File: src/rtl/pqf_pkg.sv
package pqf_pkg;
  localparam int HIST_MAX = 6;
  localparam int NEED_LO  = 3;
  localparam int NEED_HI  = 6;

  // period code to strobe interval in clocks
  function automatic int period_cycles(input int code);
    return (code == 0) ? 1 : 2 * code;
  endfunction

  function automatic int need_samples(input logic sel);
    return sel ? NEED_HI : NEED_LO;
  endfunction

  // mask covering the newest cnt history bits
  function automatic logic [HIST_MAX-1:0] low_mask(input int cnt);
    logic [HIST_MAX-1:0] mk;
    mk = '0;
    for (int i = 0; i < HIST_MAX; i++) mk[i] = (i < cnt);
    return mk;
  endfunction
endpackage

File: src/rtl/pqf_sync.sv
module pqf_sync #(
  parameter int STAGES = 2
) (
  input  logic clk,
  input  logic rst,
  input  logic d,
  output logic q
);
  logic [STAGES-1:0] chain;

  generate
    if (STAGES == 1) begin : g_one
      always_ff @(posedge clk) begin
        if (rst) chain <= '0;
        else     chain <= d;
      end
    end else begin : g_many
      always_ff @(posedge clk) begin
        if (rst) chain <= '0;
        else     chain <= {chain[STAGES-2:0], d};
      end
    end
  endgenerate

  assign q = chain[STAGES-1];
endmodule

File: src/rtl/pqf_prescaler.sv
module pqf_prescaler #(
  parameter int PERIOD_W = 8
) (
  input  logic                clk,
  input  logic                rst,
  input  logic [PERIOD_W-1:0] period_sel,
  output logic                strobe,
  output logic                restart
);
  import pqf_pkg::*;
  localparam int CNT_W = PERIOD_W + 1;

  logic [PERIOD_W-1:0] code_q;
  logic [CNT_W-1:0]    cnt;
  logic [CNT_W-1:0]    last_cnt;

  assign last_cnt = CNT_W'(period_cycles(int'(period_sel)) - 1);
  assign restart  = (period_sel != code_q);
  assign strobe   = !restart && (cnt == last_cnt);

  always_ff @(posedge clk) begin
    if (rst) begin
      code_q <= '0;
      cnt    <= '0;
    end else begin
      code_q <= period_sel;
      if (restart || strobe) cnt <= '0;
      else                   cnt <= cnt + 1'b1;
    end
  end
endmodule

File: src/rtl/pqf_window.sv
module pqf_window (
  input  logic                          clk,
  input  logic                          rst,
  input  logic                          strobe,
  input  logic                          samp,
  input  logic                          count_sel,
  output logic                          qual,
  output logic [pqf_pkg::HIST_MAX-1:0] hist
);
  import pqf_pkg::*;

  logic [HIST_MAX-1:0] nxt;
  logic [HIST_MAX-1:0] mask;
  logic                all_hi;
  logic                all_lo;
  logic                flip;

  assign nxt    = {hist[HIST_MAX-2:0], samp};
  assign mask   = low_mask(need_samples(count_sel));
  assign all_hi = ((nxt & mask) == mask);
  assign all_lo = ((nxt & mask) == '0);
  assign flip   = strobe && ((all_hi && !qual) || (all_lo && qual));

  always_ff @(posedge clk) begin
    if (rst) begin
      hist <= '0;
      qual <= 1'b0;
    end else begin
      if (strobe) hist <= nxt;
      if (flip)   qual <= ~qual;
    end
  end
endmodule

File: src/rtl/pin_qual_filter.sv
module pin_qual_filter #(
  parameter int PERIOD_W    = 8,
  parameter int SYNC_STAGES = 2
) (
  input  logic                clk,
  input  logic                rst,
  input  logic                pin_raw,
  input  logic [PERIOD_W-1:0] period_sel,
  input  logic                count_sel,
  output logic                qual_out
);
  import pqf_pkg::*;

  logic                samp_sync;
  logic                smp_stb;
  logic                per_chg;
  logic [HIST_MAX-1:0] hist_w;

  pqf_sync #(.STAGES(SYNC_STAGES)) u_sync (
    .clk(clk), .rst(rst), .d(pin_raw), .q(samp_sync)
  );

  pqf_prescaler #(.PERIOD_W(PERIOD_W)) u_pre (
    .clk(clk), .rst(rst), .period_sel(period_sel),
    .strobe(smp_stb), .restart(per_chg)
  );

  pqf_window u_win (
    .clk(clk), .rst(rst), .strobe(smp_stb), .samp(samp_sync),
    .count_sel(count_sel), .qual(qual_out), .hist(hist_w)
  );
endmodule

File: config.mk
export PLATFORM = sky130hd
export DESIGN_NAME = pin_qual_filter
export DESIGN_NICKNAME = d
export VERILOG_FILES = /design/src/rtl/pqf_pkg.sv /design/src/rtl/pqf_sync.sv /design/src/rtl/pqf_prescaler.sv /design/src/rtl/pqf_window.sv /design/src/rtl/pin_qual_filter.sv
export SDC_FILE = /design/constraint.sdc
export NUM_CORES = 1
export LEC_CHECK = 0
export BUFFER_PORTS_ARGS = -buffer_cell sky130_fd_sc_hd__clkbuf_2
export CAP_MARGIN = 20
export CORE_UTILIZATION = 50
export DETAILED_ROUTE_END_ITERATION = 7
export PLACE_DENSITY = 0.8
export SLEW_MARGIN = 25
export SYNTH_ARGS = -nofsm -noshare
export SYNTH_HDL_FRONTEND = slang
export SYNTH_SLANG_ARGS = --single-unit
File: constraint.sdc
create_clock -name clk -period 2.5 [get_ports clk]
set_input_delay 0.25 -clock clk [delete_from_list [all_inputs] [get_ports clk]]
set_output_delay 0.25 -clock clk [all_outputs]
set_load 0.005 [all_outputs]
==> run summary <==
CTS Hold Buffers Added: 0
Max Transition Viols Final: 0
Critical Setup Path Class: in2reg
largest net degree at the start of global routing: 28
first-pass GRT wire length: 4600 µm
ANT cells: 0
nets in the synthesized netlist: 168
TritonCTS Buffers: 3
HPWL Detailed: 2120 µm
total number of yosys warnings: 0
count of input and output buffers: 12
total routed wirelength: 2840 µm
switching fraction of total power: 25.8%
maximum clock rate: 496 MHz
power per cell area: 450 nW/µm²
Post-Place Cell Area: 1480 µm²
post-placement cell count: 192
number of enable-type register cells in the synthesized netlist: 0
number of gates resized after cts: 0
distinct cell type count of the synthesized netlist: 42
initial DRC count: 29
average wire per standard cell: 14.5 µm
Arr. time, crit path: 2220 ps
r2r endpoint: u_pre.cnt[2]
count of boundary I/O pins: 13
max cap viols: 0
Detailed Routing Iterations Pass 1: 4
TritonCTS clock tree: built
worst reg2reg setup slack: 510 ps
setup repair after global routing missed its margin: no
worst reg2reg path depth: 6
part of the cycle the worst path needs: 80.7%
number of DRC violations after detailed routing: 0
launching element type of the critical path: input port
total core area: 2540 µm²
share of total power in combinational logic: 12.4%
cell count after synthesis: 155
sequential-to-total area share from yosys stat: 35.9%
Avg Inst Size Synth: 8.98 µm²
clock latency at the later pin of the worst-skew pair: 320 ps
final design area excluding fillers: 1510 µm²
vias per cell: 5.97
synthesis-to-finish area growth: 8.45%
initial standard-cell utilization of the core: 54.7%
total power of the final layout: 680 µW
Row Count: 18
Crit Path Max Fanout: 9
placer's final routability congestion estimate: 0.852
Clk pin slew, worst setup/hold paths: 140 ps
required time at the endpoint of the critical path: 2700 ps
full die area: 3000 µm²
via count of the first global-routing pass: 1096
Clk Tree Root Cell: sky130_fd_sc_hd__clkbuf_4
layout filler cell count: 239
sequential fraction of design power: 60.4%
net total in the final layout: 180
Layout Cells excl Fill: 196
worst slew pin tran: 519 ps
dominant synthesized flop cell: sky130_fd_sc_hd__dfxtp_1
via count: 1171
total number of H-tree levels: 1
# clock sinks: 25
maximum number of buffers from clock root to sink: 2
fraction of final layout cells with drive strength greater than 1: 17.5%
final setup fails: 0
Remaining Overflow, GRT: 0
clock tree skew after final layout: 5.14 ps
# Post-CTS Setup Buffers: 0
kind of end point of the critical path: register
Final Hold Slack: 131 ps
total internal power: 504 µW
power share of the clock group: 27.2%
worst rel slew slack: 65.2%
Setup Total Neg Slack: 0 ps
RR Startpoint: u_pre.cnt[6]
Yosys reg bits: 25
number of antenna violations at the first check in global routing: 0
worst min-delay path category: in2reg
die height: 54.8 µm
Psw: 176 µW
leakage power of the design: 0.000553 µW
antenna-violating nets left: 0
overall track demand over capacity in global routing: 21.5%
width of the die: 54.8 µm
crit path to: u_pre.cnt[2]
final number of hold-violating endpoints: 0
Period minus WS final: 2020 ps
crit path launch: period_sel[4]
cell area after synthesis: 1390 µm²
status: finished clean
share of flip-flops with an asynchronous set or reset after synthesis: 0%
worst voltage drop across the vdd grid: 0.287 mV
## area by class of cell
cell class,instances,area [µm²],area share [%]
tap,30,37.5,2.49
clock buffer,3,22.5,1.49
multi-input combinational,115,826,54.7
clock inverter,1,7.51,0.497
inverter,5,18.8,1.24
sequential,25,500,33.1
timing repair buffer,17,97.6,6.46
## kinds of logic (layout without fill, tap and decap cells)
logic type               count (synthesis)  after routing  share of synthesized area (%)
AND/OR/NAND/NOR                         71             71                           31.8
XOR/XNOR                                19             19                           11.9
adder cells (fa/ha/maj)                  1              1                          0.898
buffers and inverters                   15             26                           4.76
multiplexers                             6              6                           4.31
AO/OA/AOI/OAI                           18             18                           10.3
flip-flops                              25             25                           35.9
## cell usage after synthesis (2+ instances only)
cell type	number	share of area [%]
sky130_fd_sc_hd__and3_1	3	1.3
sky130_fd_sc_hd__nand3_1	9	3.2
sky130_fd_sc_hd__dfxtp_1	25	36
sky130_fd_sc_hd__nor2_1	7	1.9
sky130_fd_sc_hd__a21oi_1	4	1.4
sky130_fd_sc_hd__xnor2_1	4	2.5
sky130_fd_sc_hd__or2_2	2	0.90
sky130_fd_sc_hd__clkbuf_1	7	1.9
sky130_fd_sc_hd__nand2b_1	8	3.6
sky130_fd_sc_hd__nand4_1	4	1.8
sky130_fd_sc_hd__xor2_1	15	9.4
sky130_fd_sc_hd__nor2b_1	10	4.5
sky130_fd_sc_hd__buf_2	2	0.72
sky130_fd_sc_hd__nor3_1	3	1.1
sky130_fd_sc_hd__mux2i_1	6	4.3
sky130_fd_sc_hd__nand2_1	5	1.3
sky130_fd_sc_hd__inv_1	5	1.3
sky130_fd_sc_hd__nor4_1	12	5.4
## layer usage
layer  GRT usage [%]  up-vias  share of wire (%)
met5               0        -                  0
met4            7.69        0                1.7
met3            4.17        6                3.6
met2            37.6       30                 50
met1            25.7      553                 44
li1                -      582                  -
## worst min path at each step
stage	cells past startpoint	startpoint	endpoint	slack, ps
3_3_place_gp	1	u_sync.chain[0]	u_sync.chain[1]	420
3_5_place_dp	1	u_sync.chain[0]	u_sync.chain[1]	430
2_1_floorplan	1	period_sel[3]	u_pre.code_q[3]	380
6_report	2	pin_raw	u_sync.chain[0]	130
4_1_cts	2	pin_raw	u_sync.chain[0]	130
5_1_grt	2	pin_raw	u_sync.chain[0]	130
## sequential cells by signal, summed over array words and instances, names as in the netlist
| signal | flops |
|---|---|
| u_pre.cnt | 9 |
| u_pre.code_q | 8 |
| u_win.hist | 5 |
| u_sync.chain | 2 |
| u_win.qual | 1 |
## worst max-delay path: stages
cell and delay [ps]:
sky130_fd_sc_hd__clkbuf_2 90, sky130_fd_sc_hd__or4_4 570, sky130_fd_sc_hd__a2111o_1 400, sky130_fd_sc_hd__o211ai_2 100, sky130_fd_sc_hd__nand4_4 150, sky130_fd_sc_hd__nor4b_4 550, sky130_fd_sc_hd__nor4_1 120
## metrics by stage
stage                     setup slack (ps)  utilization (%)
after detailed placement               132             58.2
after global placement                 202             58.2
after global routing                   305             59.3
after floorplan                        264                -
final                                  484             59.3
after CTS                              466             59.3
## placed cells by master, fill, tap and decap left out, types with 3 or more instances in the layout
master,count
sky130_fd_sc_hd__xor2_1,15
sky130_fd_sc_hd__nand4_1,4
sky130_fd_sc_hd__nor2b_1,10
sky130_fd_sc_hd__mux2i_1,6
sky130_fd_sc_hd__a21oi_1,4
sky130_fd_sc_hd__nor4_1,12
sky130_fd_sc_hd__xnor2_1,4
sky130_fd_sc_hd__nor2_1,7
sky130_fd_sc_hd__clkbuf_4,3
sky130_fd_sc_hd__clkbuf_2,12
sky130_fd_sc_hd__nor3_1,3
sky130_fd_sc_hd__and3_1,3
sky130_fd_sc_hd__nand3_1,9
sky130_fd_sc_hd__buf_4,5
sky130_fd_sc_hd__nand2_1,5
sky130_fd_sc_hd__nand2b_1,8
sky130_fd_sc_hd__inv_1,5
sky130_fd_sc_hd__dfxtp_1,25
## power by group through the flow
stage	Clock, µW	Combinational, µW	Sequential [µW]
4_1_cts	192	84.7	411
3_3_place_gp	0	80.7	419
6_report	185	84.5	411
2_1_floorplan	0	62.1	419
3_5_place_dp	0	83.8	420
5_1_grt	207	93.6	412
Note: power is estimated with default switching activity, not from simulation.
